$ cat config.mk
export PLATFORM = sky130hd
export DESIGN_NAME = lut_slice
export DESIGN_NICKNAME = d
export VERILOG_FILES = /design/src/rtl/lut_slice_pkg.sv /design/src/rtl/lut_cell.sv /design/src/rtl/slice_ctrl.sv /design/src/rtl/slice_datapath.sv /design/src/rtl/lut_slice.sv
export SDC_FILE = /design/constraint.sdc
export NUM_CORES = 1
export LEC_CHECK = 0
export BUFFER_PORTS_ARGS = -buffer_cell sky130_fd_sc_hd__buf_2
export CAP_MARGIN = 20
export CORE_MARGIN = 10
export CORE_UTILIZATION = 35
export CTS_BUF_LIST = sky130_fd_sc_hd__clkbuf_2
export CTS_CLUSTER_SIZE = 10
export DETAILED_ROUTE_END_ITERATION = 6
export GPL_ROUTABILITY_DRIVEN = 1
export PLACE_DENSITY = 0.62
export SLEW_MARGIN = 20
export SYNTH_ARGS = -nofsm -noshare
export SYNTH_HDL_FRONTEND = slang
export SYNTH_SLANG_ARGS = --single-unit
$ cat constraint.sdc
create_clock -name clk -period 4.3 [get_ports clk]
set_clock_uncertainty 0.15 [all_clocks]
set_input_delay 0.645 -clock clk [delete_from_list [all_inputs] [get_ports clk]]
set_output_delay 0.645 -clock clk [all_outputs]
set_load 0.05 [all_outputs]
$ cat src/rtl/lut_slice_pkg.sv
package lut_slice_pkg;
  localparam int LUT_IN   = 4;
  localparam int LUT_BITS = 1 << LUT_IN;
  localparam int MODE_W   = 3;
  localparam int N_TAB    = 2;

  localparam logic [MODE_W-1:0] MODE_FUNC  = 3'd0;
  localparam logic [MODE_W-1:0] MODE_RAM1  = 3'd1;
  localparam logic [MODE_W-1:0] MODE_RAM2W = 3'd2;
  localparam logic [MODE_W-1:0] MODE_RAM32 = 3'd3;
  localparam logic [MODE_W-1:0] MODE_DUAL  = 3'd4;
  localparam logic [MODE_W-1:0] MODE_SHIFT = 3'd5;

  localparam logic [1:0] TGT_TAB_A = 2'd0;
  localparam logic [1:0] TGT_TAB_B = 2'd1;
  localparam logic [1:0] TGT_MODE  = 2'd2;

  typedef struct packed {
    logic [N_TAB-1:0]             load;
    logic [N_TAB-1:0]             write;
    logic [N_TAB-1:0]             shift;
    logic [N_TAB-1:0]             wrBit;
    logic [N_TAB-1:0]             shIn;
    logic [N_TAB-1:0][LUT_IN-1:0] wrAddr;
    logic [N_TAB-1:0][LUT_IN-1:0] rdAddr;
    logic                         wideUseB;
  } sliceStrobe_t;
endpackage

$ cat src/rtl/lut_cell.sv
module lut_cell
  import lut_slice_pkg::*;
#(
  parameter int IN_W = LUT_IN
) (
  input  logic                  clk,
  input  logic                  rstN,
  input  logic                  load,
  input  logic [(1<<IN_W)-1:0]  loadData,
  input  logic                  write,
  input  logic [IN_W-1:0]       wrAddr,
  input  logic                  wrBit,
  input  logic                  shift,
  input  logic                  shIn,
  input  logic [IN_W-1:0]       rdAddr,
  output logic                  rdOut
);
  localparam int DEPTH = 1 << IN_W;

  logic [DEPTH-1:0] mem;

  always_ff @(posedge clk or negedge rstN) begin
    if (!rstN) begin
      mem <= '0;
    end else if (load) begin
      mem <= loadData;
    end else if (write) begin
      mem[wrAddr] <= wrBit;
    end else if (shift) begin
      mem <= {mem[DEPTH-2:0], shIn};
    end
  end

  assign rdOut = mem[rdAddr];

  // a load replaces the whole table
  a_r2_load_whole: assert property (@(posedge clk) disable iff (!rstN)
    load |=> mem == $past(loadData));

  // a write lands at its address
  a_r4_write_lands: assert property (@(posedge clk) disable iff (!rstN)
    (write && !load) |=> mem[$past(wrAddr)] == $past(wrBit));

  // a write touches at most one bit
  a_r4_write_one_bit: assert property (@(posedge clk) disable iff (!rstN)
    (write && !load) |=> $countones(mem ^ $past(mem)) <= 1);

  // a shift moves toward the top bit
  a_r8_shift_order: assert property (@(posedge clk) disable iff (!rstN)
    (shift && !load) |=> mem == {$past(mem[DEPTH-2:0]), $past(shIn)});

  // with no strobe the table holds
  a_r3_hold: assert property (@(posedge clk) disable iff (!rstN)
    (!load && !write && !shift) |=> $stable(mem));

  // write and shift never coincide
  a_r8_excl: assert property (@(posedge clk) disable iff (!rstN)
    !(write && shift));
endmodule

$ cat src/rtl/slice_ctrl.sv
module slice_ctrl
  import lut_slice_pkg::*;
(
  input  logic               clk,
  input  logic               rstN,
  input  logic               cfgLoad,
  input  logic [1:0]         cfgTarget,
  input  logic [MODE_W-1:0]  cfgModeBits,
  input  logic [LUT_IN-1:0]  addrA,
  input  logic [LUT_IN-1:0]  addrB,
  input  logic               addrHi,
  input  logic               wrEn,
  input  logic [N_TAB-1:0]   wrData,
  input  logic [N_TAB-1:0]   shiftIn,
  output sliceStrobe_t       strb,
  output logic [MODE_W-1:0]  modeCur
);
  logic modeWr;
  assign modeWr = cfgLoad && (cfgTarget == TGT_MODE);

  always_ff @(posedge clk or negedge rstN) begin
    if (!rstN)       modeCur <= MODE_FUNC;
    else if (modeWr) modeCur <= cfgModeBits;
  end

  always_comb begin
    strb          = '0;
    strb.load[0]  = cfgLoad && (cfgTarget == TGT_TAB_A);
    strb.load[1]  = cfgLoad && (cfgTarget == TGT_TAB_B);
    strb.wrAddr[0] = addrA;
    strb.wrAddr[1] = addrB;
    strb.rdAddr[0] = addrA;
    strb.rdAddr[1] = addrB;
    strb.wrBit    = wrData;
    strb.shIn     = shiftIn;
    case (modeCur)
      MODE_RAM1: begin
        strb.write = {N_TAB{wrEn}};
      end
      MODE_RAM2W: begin
        strb.write     = {N_TAB{wrEn}};
        strb.wrAddr[1] = addrA;
        strb.rdAddr[1] = addrA;
      end
      MODE_RAM32: begin
        strb.write     = {wrEn & addrHi, wrEn & ~addrHi};
        strb.wrAddr[1] = addrA;
        strb.rdAddr[1] = addrA;
        strb.wrBit     = {N_TAB{wrData[0]}};
        strb.wideUseB  = addrHi;
      end
      MODE_DUAL: begin
        strb.write     = {N_TAB{wrEn}};
        strb.wrAddr[1] = addrA;
        strb.wrBit     = {N_TAB{wrData[0]}};
        strb.wideUseB  = 1'b1;
      end
      MODE_SHIFT: begin
        strb.shift = {N_TAB{wrEn}};
      end
      default: ;
    endcase
  end

  // function mode and unused codes never alter tables
  a_r3_func_quiet: assert property (@(posedge clk) disable iff (!rstN)
    (modeCur == MODE_FUNC || modeCur > MODE_SHIFT) |-> (strb.write == '0 && strb.shift == '0));

  // the deep memory writes one table at a time
  a_r6_one_table: assert property (@(posedge clk) disable iff (!rstN)
    (modeCur == MODE_RAM32) |-> $countones(strb.write) <= 1);

  // the mode register follows a mode load
  a_r2_mode_load: assert property (@(posedge clk) disable iff (!rstN)
    modeWr |=> modeCur == $past(cfgModeBits));

  // other loads leave the mode unchanged
  a_r2_mode_keep: assert property (@(posedge clk) disable iff (!rstN)
    !modeWr |=> $stable(modeCur));
endmodule

$ cat src/rtl/slice_datapath.sv
module slice_datapath
  import lut_slice_pkg::*;
(
  input  logic                 clk,
  input  logic                 rstN,
  input  sliceStrobe_t         strb,
  input  logic [LUT_BITS-1:0]  cfgData,
  output logic [N_TAB-1:0]     rd,
  output logic                 wide
);
  for (genvar g = 0; g < N_TAB; g++) begin : gTab
    lut_cell #(.IN_W(LUT_IN)) uCell (
      .clk      (clk),
      .rstN     (rstN),
      .load     (strb.load[g]),
      .loadData (cfgData),
      .write    (strb.write[g]),
      .wrAddr   (strb.wrAddr[g]),
      .wrBit    (strb.wrBit[g]),
      .shift    (strb.shift[g]),
      .shIn     (strb.shIn[g]),
      .rdAddr   (strb.rdAddr[g]),
      .rdOut    (rd[g])
    );
  end

  assign wide = strb.wideUseB ? rd[1] : rd[0];
endmodule

$ cat src/rtl/lut_slice.sv
module lut_slice
  import lut_slice_pkg::*;
(
  input  logic        clk,
  input  logic        rstN,
  input  logic        cfgLoad,
  input  logic [1:0]  cfgTarget,
  input  logic [15:0] cfgData,
  input  logic [3:0]  addrA,
  input  logic [3:0]  addrB,
  input  logic        addrHi,
  input  logic        wrEn,
  input  logic [1:0]  wrData,
  input  logic [1:0]  shiftIn,
  output logic        outA,
  output logic        outB,
  output logic        outWide
);
  sliceStrobe_t       strb;
  logic [MODE_W-1:0]  modeCur;
  logic [N_TAB-1:0]   rd;

  slice_ctrl uCtrl (
    .clk         (clk),
    .rstN        (rstN),
    .cfgLoad     (cfgLoad),
    .cfgTarget   (cfgTarget),
    .cfgModeBits (cfgData[MODE_W-1:0]),
    .addrA       (addrA),
    .addrB       (addrB),
    .addrHi      (addrHi),
    .wrEn        (wrEn),
    .wrData      (wrData),
    .shiftIn     (shiftIn),
    .strb        (strb),
    .modeCur     (modeCur)
  );

  slice_datapath uPath (
    .clk     (clk),
    .rstN    (rstN),
    .strb    (strb),
    .cfgData (cfgData),
    .rd      (rd),
    .wide    (outWide)
  );

  assign outA = rd[0];
  assign outB = rd[1];

  // the wide memory reads back both bits written at addrA
  a_r5_pair_readback: assert property (@(posedge clk) disable iff (!rstN)
    (modeCur == MODE_RAM2W && wrEn && !cfgLoad) |=>
      ((addrA != $past(addrA)) || ({outB, outA} == $past(wrData))));

  // the write port reads back its own write
  a_r7_port_readback: assert property (@(posedge clk) disable iff (!rstN)
    (modeCur == MODE_DUAL && wrEn && !cfgLoad) |=>
      ((addrA != $past(addrA)) || (outA == $past(wrData[0]))));

  // unpaired modes route table A to the wide output
  a_r10_wide_default: assert property (@(posedge clk) disable iff (!rstN)
    (modeCur != MODE_RAM32 && modeCur != MODE_DUAL) |-> outWide == outA);
endmodule

; ---- Word-level counts from Yosys, hierarchy flattened
; Index checks and enable logic that the tools add are counted.
[op_classes]
muxes = 23
bitwise_logic = 3
n_eq_ne = 7
div = 0
n_lt_le_gt_ge = 5
n_mul = 0
add_sub_neg = 0
shift = 0
reduce_logical = 12
[ops]
columns = operator, n
row1 = two-way mux 16 bit, 6
row2 = bitwise mux 16 bit, 2
row3 = < comparator 4 x 5 -> 1 bit (second input constant), 3
row4 = binary-select mux 1 bit (select 4 bit), 2
row5 = demux 1 bit (select 4 bit), 2
row6 = >= comparator 4 x 1 -> 1 bit (second input constant), 2
row7 = two-way mux 4 bit, 2
row8 = == test 3 x 2 -> 1 bit (second input constant), 2
row9 = == test 3 bit (second input constant), 2
row10 = nonzero test 3 bit, 2
row11 = OR reduction 3 bit, 2
row12 = logical AND 1 bit, 5
row13 = two-way mux 1 bit, 5
row14 = two-way mux 2 bit, 2
row15 = case mux 2 bit (2 select lines), 1
row16 = OR reduction 2 bit, 2
row17 = == test 3 x 1 -> 1 bit (second input constant), 1
row18 = AND 1 bit, 2
row19 = == test 2 x 1 -> 1 bit (second input constant), 1
row20 = == test 2 bit (second input constant), 1
row21 = logical NOT 2 bit, 1
row22 = case mux 1 bit (2 select lines), 1
row23 = NOT 1 bit, 1
[totals]
romBits = 0
mem_bits_rw = 0
latch_bits = 0
n_memories = 0
output_inout_bits = 3
regBits = 35

; ---- Depth between registers and ports, before layout
; Gate-level depths: netlist of the first run.
[logic_depth]
word_depth = 10
mapped_depth = 9

; ---- Modules after synthesis
; From an unflattened synthesis of the first run, not the netlist that was laid out.
[unflattened]
cells_unflattened = 315
hier_area_um2 = 3031.7
[modules_own_cells]
columns = module, area_per_inst_um2, n_inst, cells_per_inst, seq_area_each_um2
row1 = lut_cell at uPath.gTab[0].uCell, 1257.5, 1, 130, 400.4
row2 = lut_cell at uPath.gTab[1].uCell, 1248.7, 1, 130, 400.4
row3 = slice_ctrl, 510.5, 1, 54, 75.1
row4 = slice_datapath, 15.0, 1, 1, 0.0

; ---- Least setup slack after synthesis of the first run
; Ideal clock, no wire load.
[synth_path]
kind = input-to-output
from = input addrA[0]
to = output outWide
setup_slack_ps = 189
arrival_time_ps = 3316
cell_stages = 7
path_buffers = 1
path_cell_list = buf_2 -> mux2i_1 -> nand2_1 -> a32oi_1 -> nand2_1 -> o21ai_0 -> a221o_1
[synth_via]
elab_chain_len = 4
elab_cells_between_ends = 6
cone_classes = 6 x mux
[synth_lines]
columns = element, line_no
row1 = from (decl), lut_slice.sv:9  ; input logic [3:0] addrA,
row2 = two-way mux 4 bit, slice_ctrl.sv:36  ; case (modeCur)
row3 = binary-select mux 1 bit (select 4 bit), lut_cell.sv:34  ; assign rdOut = mem[rdAddr];
row4 = two-way mux 1 bit (not written as such), lut_cell.sv:34
row5 = net outB, lut_slice.sv:16  ; output logic outB,
row6 = two-way mux 1 bit, slice_datapath.sv:27  ; assign wide = strb.wideUseB ? rd[1] : rd[0];
row7 = to (decl), lut_slice.sv:17  ; output logic outWide
; The timed path passes the listed nets, and every way through them passes these cells. The select of a mux whose other input is x is not followed.

; ---- Final worst setup path of the first run
[layout_path]
from = register uCtrl.modeCur[2]
to = output outWide
[layout_via]
elab_chain_len = 6
elab_cells_between_ends = 9
cone_classes = 3 x eq/ne / 5 x mux / 1 x reduce/logical
[layout_lines]
columns = element, line_no
row1 = from (decl), slice_ctrl.sv:16  ; output logic [MODE_W-1:0] modeCur
row2 = from (signal assigned), slice_ctrl.sv:23  ; else if (modeWr) modeCur <= cfgModeBits;
row3 = == test 3 x 2 -> 1 bit, slice_ctrl.sv:36
row4 = OR reduction 2 bit (no source line), --
row5 = two-way mux 4 bit, slice_ctrl.sv:36
row6 = binary-select mux 1 bit (select 4 bit), lut_cell.sv:34
row7 = two-way mux 1 bit (not written as such), lut_cell.sv:34
row8 = two-way mux 1 bit (*), slice_datapath.sv:27
; Every way passes the cells marked *; elsewhere a longest branch is shown, timed or not. The select of a mux whose other input is x is not followed.

==> flow_summary.ini, run 1 <==
[outcome]
status = finished clean

[drt]
drt-pass1-iter-count = 4
wl_per_cell_um = 19.38
antenna_left = 0
first_iter_violations = 285
drc = 0
viasPerCell = 6.129
routed_wirelength_um = 9498
num_vias = 3003

[synthesis]
synth_nets = 396
synth.distinct_cells = 52
synthCells = 361
synth_area_mm2 = 0.002904
synth_warnings = 0
syn_avg_cell_area_um2 = 8.044
synth_edf_count = 0
ys_ff_latch = 35
async_reset_ff_share_pct = 100.0
synth-seq-area-share_pct = 30.16
ys.flop_type = dfrtp_1

[clock_network]
clockBufferDepth = 2
cts_resized = 0
cts_made_buffers = 5
path_clk_slew_ns = 0.22
ctsHtreeMaxLevel = 2
clk-insertion-delay-late_ns = 0.41
numClockSinks = 35
cts-root-buf = clkbuf_2
cts_tree = built
cts_setup_buffers = 0
cts_hold_buffers = 0

[global_routing]
grt_pass1_wl_um = 15750
grt_pass1_vias = 2923
grt_overflow = 0
grt_max_degree = 36
antenna_found_initial = 1
grt_util_all_layers_pct = 14.96

[critical_path]
r2r_start = uCtrl.modeCur[1]$_DFFE_PN0P_
reg2regPathDepth = 6
setup.worst_path.end_class = output pin
rrSetupSlack_ns = 1.32
worstPathRequired_ns = 3.50
worst-setup-path-type = flop to output pin
start_kind = flop
cp_max_fo = 16
reg2reg_to = uPath.gTab[1].uCell.mem[14]$_DFFE_PN0P_
cp.arrival_ns = 3.19

[timing]
hold_viol = 0
final.setup.worst_slack_ns = 0.3161
worstMarginPinSlew_ns = 0.8503
setup_viol = 0
finalCriticalPeriod_ns = 3.984
slew_headroom_pct = 43.11
period_share_pct = 92.65
fin_tns_setup_ns = 0
fmax_mhz = 251.0
rsz0062_at_grt = false
slew_violations = 0

[place]
place_congestion = 0.9452
dpl.cell_count = 481
dp_hpwl_um = 7150
dp_slack_ns = 0.7359
portBuffers = 37

[layout]
layout_commonest_cell = o21ai_0
register_area_um2 = 875.8
final_core_util_pct = 39.27
fin_cells = 490
drive_gt1_share_pct = 17.97
nets = 418
multiInputGateArea_mm2 = 0.001909
n_fill_cell = 830
area_growth_syn_to_layout_pct = 9.996
final_cell_mix = o21ai_0, nor2_1, buf_2

[floorplan]
start_util_pct = 35.70
io_pins = 38
die_w_um = 111.1
num_rows = 33
die_area_mm2 = 0.01234
core_mm2 = 0.008134
fp.dieH_um = 111.1

[job]
maxCapViolCount = 0

[worst_hold_path]
hold_class = input pin to async pin

[pwr]
power.density_mw_per_mm2 = 439.6
total_power_mw = 1.404
leakagePower_nw = 1.186
irDropWorstVdd_v = 0.0001079
==> registers in the layout, summed over array words and instances (netlist names) <==
name,cells
uCtrl.modeCur,3
uPath.gTab.uCell.mem,32
==> cell type report <==
class / count / area share [%]
Antenna cell: 1 / 0.07834
Clock buffer: 5 / 0.7834
Clock inverter: 3 / 1.214
Inverter: 1 / 0.1175
Multi-Input combinational cell: 300 / 59.77
Sequential cell: 35 / 27.42
Tap cell: 105 / 4.113
Timing Repair Buffer: 40 / 6.502
==> cell families (layout without fill, tap and decap cells) <==
kind of cell,count (synthesis),in the layout,share of synthesized area [%]
flops,35,35,30.16
buf+inv,26,49,4.093
other cells,0,1,0
mux,18,18,9.608
compound gates,166,166,36.06
simple gates,116,116,20.08
==> synthesized netlist by cell type, drive strengths merged (2+ instances only) <==
| cell | number | share of area [%] |
|---|---|---|
| o2bb2ai | 3 | 0.90 |
| nand4b | 2 | 0.60 |
| nor2b | 6 | 1.3 |
| a221oi | 8 | 2.4 |
| o21ai | 66 | 11 |
| dfrtp | 35 | 30 |
| mux2 | 6 | 2.5 |
| mux4 | 5 | 3.9 |
| a22oi | 2 | 0.52 |
| a21oi | 30 | 5.2 |
| or2 | 2 | 0.43 |
| clkbuf | 16 | 2.1 |
| nand2 | 36 | 4.7 |
| buf | 9 | 1.9 |
| mux2i | 7 | 3.3 |
| nand2b | 8 | 1.7 |
| and3 | 2 | 0.43 |
| a211oi | 16 | 4.1 |
| o211ai | 4 | 1.0 |
| nand3b | 3 | 0.78 |
| nor2 | 38 | 5.2 |
| or3 | 3 | 0.99 |
| nor3b | 2 | 0.90 |
| nand3 | 6 | 1.0 |
| a31oi | 2 | 0.43 |
| a21boi | 12 | 3.1 |
| nor3 | 2 | 0.34 |
| o31ai | 11 | 3.0 |
| o41ai | 5 | 1.8 |
| a32oi | 2 | 0.60 |
==> through the flow <==
| stage | hold WS (ns) | instance area [um^2] |
|---|---|---|
| after global placement | 0.3515 | 3128 |
| after global routing | 0.1811 | 3194 |
| after floorplan | 0.1994 | 2904 |
| after detailed placement | 0.3610 | 3128 |
| final | 0.1325 | 3194 |
| after CTS | 0.1806 | 3192 |
==> layer usage <==
metal	up-vias	GRT usage, %	wire length [um]
li1	1418	-	-
met1	1438	19.47	4236
met2	134	23.51	4342
met3	13	2.976	659
met4	0	6.170	260
met5	-	0	0
==> worst max-delay path, cell delays in order, from the launching register on <==
cell and delay [ns]:
dfrtp_1 0.67, nand2b_1 0.31, mux2i_1 0.60, nand2_1 0.11, a32oi_1 0.21, nand2_1 0.11
o21ai_0 0.31, a221o_1 0.21, buf_2 0.26
==> where the power goes <==
group,internal (mW),switching [mW],total [mW]
logic,0.250,0.375,0.626
clock network,0.0956,0.129,0.225
registers,0.439,0.115,0.554
==> how the worst max path moves through the flow <==
stage,depth (start not counted),slack (ns),end,startpoint
after global placement,7,0.81,outWide,addrA[1]
after global routing,8,0.07,outWide,uCtrl.modeCur[2]$_DFFE_PN0P_
after detailed placement,7,0.74,outWide,addrA[1]
after CTS,8,0.36,outWide,uCtrl.modeCur[2]$_DFFE_PN0P_
after floorplan,7,0.19,outWide,addrA[0]
final,8,0.32,outWide,uCtrl.modeCur[2]$_DFFE_PN0P_
Power figures use the tool's default switching activity.
==> inputs of run 2 (changes only) <==
CTS_BUF_LIST = not set   (was sky130_fd_sc_hd__clkbuf_2)
clock period = 4.51 ns   (was 4.3 ns; I/O delays follow)
==> run 2 against run 1 <==
Clock power up 6%. Routed wire length decreased by 0.72%. Flip-flop and latch count is the same. Global-route usage is 0.25 points lower. Sequential share of layout area decreased by 0.18 points. Critical path depth did not move. Count of clock-buffer cells in the layout rose by 1. Register-to-register slack improved by 0.15 ns. Final area increased by 0.67%. Via count shrank 2.1%. Largest power group unchanged. Highest routed layer unchanged.
==> flow_summary.ini, run 2 (synthesis results as in run 1) <==
[clock_network]
ctsHtreeMaxLevel = 2
cts-root-buf = clkbuf_8
cts_setup_buffers = 0
clk-insertion-delay-late_ns = 0.29
cts_tree = built
cts_hold_buffers = 0
cts_made_buffers = 5
path_clk_slew_ns = 0.07
clockBufferDepth = 2
numClockSinks = 35
cts_resized = 0

[critical_path]
crit_chain = nand2b_1 > mux2i_1 > nand2_1 > a32oi_1 > nand2_1 > o21ai_0 > a221o_1 > buf_2
cp_slowest_cell = dfrtp_1
cp.arrival_ns = 3.01
max_stage_delay_ns = 0.60
setup.worst_path.end_class = output pin
worst-setup-path-type = flop to output pin
worstPathRequired_ns = 3.68
crit_top_cell = nand2_1
cp_max_fo = 16
path_buf_inv = 1
start_kind = flop
cp_top_family = compound AO/OA/AOI/OAI gates
rrSetupSlack_ns = 1.47

[pwr]
power.density_mw_per_mm2 = 424.3
power_switching_uw = 585.4
netSwitchingFraction_pct = 42.91
clock_power_share_pct = 17.4
total_power_mw = 1.364
leakagePower_nw = 1.193
pwr-share-comb_pct = 43.5
irDropWorstVdd_v = 0.0001298
p_int_uw = 778.8
seqPwrFrac_pct = 39.1

[timing]
rsz0062_at_grt = false
period_share_pct = 85.07
slew_headroom_pct = 42.66
slew_violations = 0
setup_viol = 0
worstMarginPinSlew_ns = 0.8569
fmax_mhz = 260.6
finalCriticalPeriod_ns = 3.837
fin_tns_setup_ns = 0
fin_hold_ws_ns = 0.3346
hold_viol = 0
final.setup.worst_slack_ns = 0.6734

[layout]
top_register = uPath.gTab.uCell.mem
area_growth_syn_to_layout_pct = 10.73
drive_gt1_share_pct = 18.02
nets = 418
layout_commonest_cell = o21ai_0
largest_reg_flops = 32
n_antenna_cell = 0
reg.largest.list = uPath.gTab.uCell.mem: 32 flops, uCtrl.modeCur: 3 flops
final_cell_mix = o21ai_0, nor2_1, buf_2
final_core_util_pct = 39.53

[global_routing]
antenna_found_initial = 0
met1_usage_pct = 19.19
use_met3_pct = 2.760
grt_max_degree = 36
grt_busiest_layer = met2
grt_pass1_wl_um = 15480
grt_overflow = 0
grt_pass1_vias = 2803
grt_util_all_layers_pct = 14.71
grtUsageMet2_pct = 23.55

[drt]
wl_per_cell_um = 19.32
num_vias = 2940
antenna_left = 0
first_iter_violations = 295
routed_wirelength_um = 9430
drt-pass1-iter-count = 5
viasPerCell = 6.025
drc = 0

[floorplan]
fp.dieH_um = 111.1
core_mm2 = 0.008134
die_area_mm2 = 0.01234
die_w_um = 111.1
start_util_pct = 35.70
io_pins = 38
num_rows = 33

[place]
portBuffers = 37
dp_slack_ns = 0.9137
place_congestion = 0.9397
dp_hpwl_um = 7186

[outcome]
status = finished clean

[job]
maxCapViolCount = 0

[worst_hold_path]
hold_class = input pin to async pin
[run 2: cell types whose count changed in the layout (fill, tap and decap cells not counted), sizes merged]
cell    delta
bufinv     -1
clkbuf     +1
clkinv     -1
diode      -1
[run 2: worst paths after layout]
check                                                     endpoint  cells past startpoint                                     from
setup / recovery                                           outWide                      8             uCtrl.modeCur[2]$_DFFE_PN0P_
hold / removal             uPath.gTab[0].uCell.mem[14]$_DFFE_PN0P_                      1                                     rstN
setup reg to reg           uPath.gTab[1].uCell.mem[13]$_DFFE_PN0P_                      6             uCtrl.modeCur[1]$_DFFE_PN0P_
hold reg to reg            uPath.gTab[1].uCell.mem[15]$_DFFE_PN0P_                      2  uPath.gTab[1].uCell.mem[15]$_DFFE_PN0P_
max in group asynchronous   uPath.gTab[1].uCell.mem[0]$_DFFE_PN0P_                      1                                     rstN
min in group clk           uPath.gTab[1].uCell.mem[15]$_DFFE_PN0P_                      2  uPath.gTab[1].uCell.mem[15]$_DFFE_PN0P_
[run 2: cell type report]
cell class | instances | area, um^2
Clock buffer | 6 | 82.58
Clock inverter | 1 | 5.005
Fill cell | 839 | 4918
Inverter | 1 | 3.754
Multi-Input combinational cell | 300 | 1909
Sequential cell | 35 | 875.8
Tap cell | 105 | 131.4
Timing Repair Buffer | 40 | 207.7
[run 2: power groups by stage]
| stage | Combinational, mW | Clock [mW] | Sequential, mW |
|---|---|---|---|
| 3_5_place_dp | 0.588 | 0 | 0.531 |
| 3_3_place_gp | 0.574 | 0 | 0.535 |
| 2_1_floorplan | 0.477 | 0 | 0.481 |
| 5_1_grt | 0.657 | 0.259 | 0.543 |
| 4_1_cts | 0.588 | 0.244 | 0.528 |
| 6_report | 0.594 | 0.238 | 0.533 |
[run 2: per-stage QoR]
step / std cells / instance area (um^2)
floorplan: 361 / 2904
global placement: 481 / 3128
detailed placement: 481 / 3128
CTS: 488 / 3216
global route: 488 / 3216
finish: 488 / 3216
[run 2: routing by layer]
| metal | vias to the layer above | wire length (um) | part of all wire [%] |
|---|---|---|---|
| li1 | 1411 | - | - |
| met1 | 1390 | 4298 | 46 |
| met2 | 125 | 4275 | 45 |
| met3 | 14 | 604 | 6.4 |
| met4 | 0 | 251 | 2.7 |
| met5 | - | 0 | 0 |
[run 2: worst reg2reg max path, stage by stage, from the launching register on]
cell	delay (ns)
dfrtp_1	0.63
nor2b_1	0.55
nor2_4	0.17
mux2i_4	0.34
nor2b_1	0.51
a21boi_0	0.22
o41ai_1	0.36
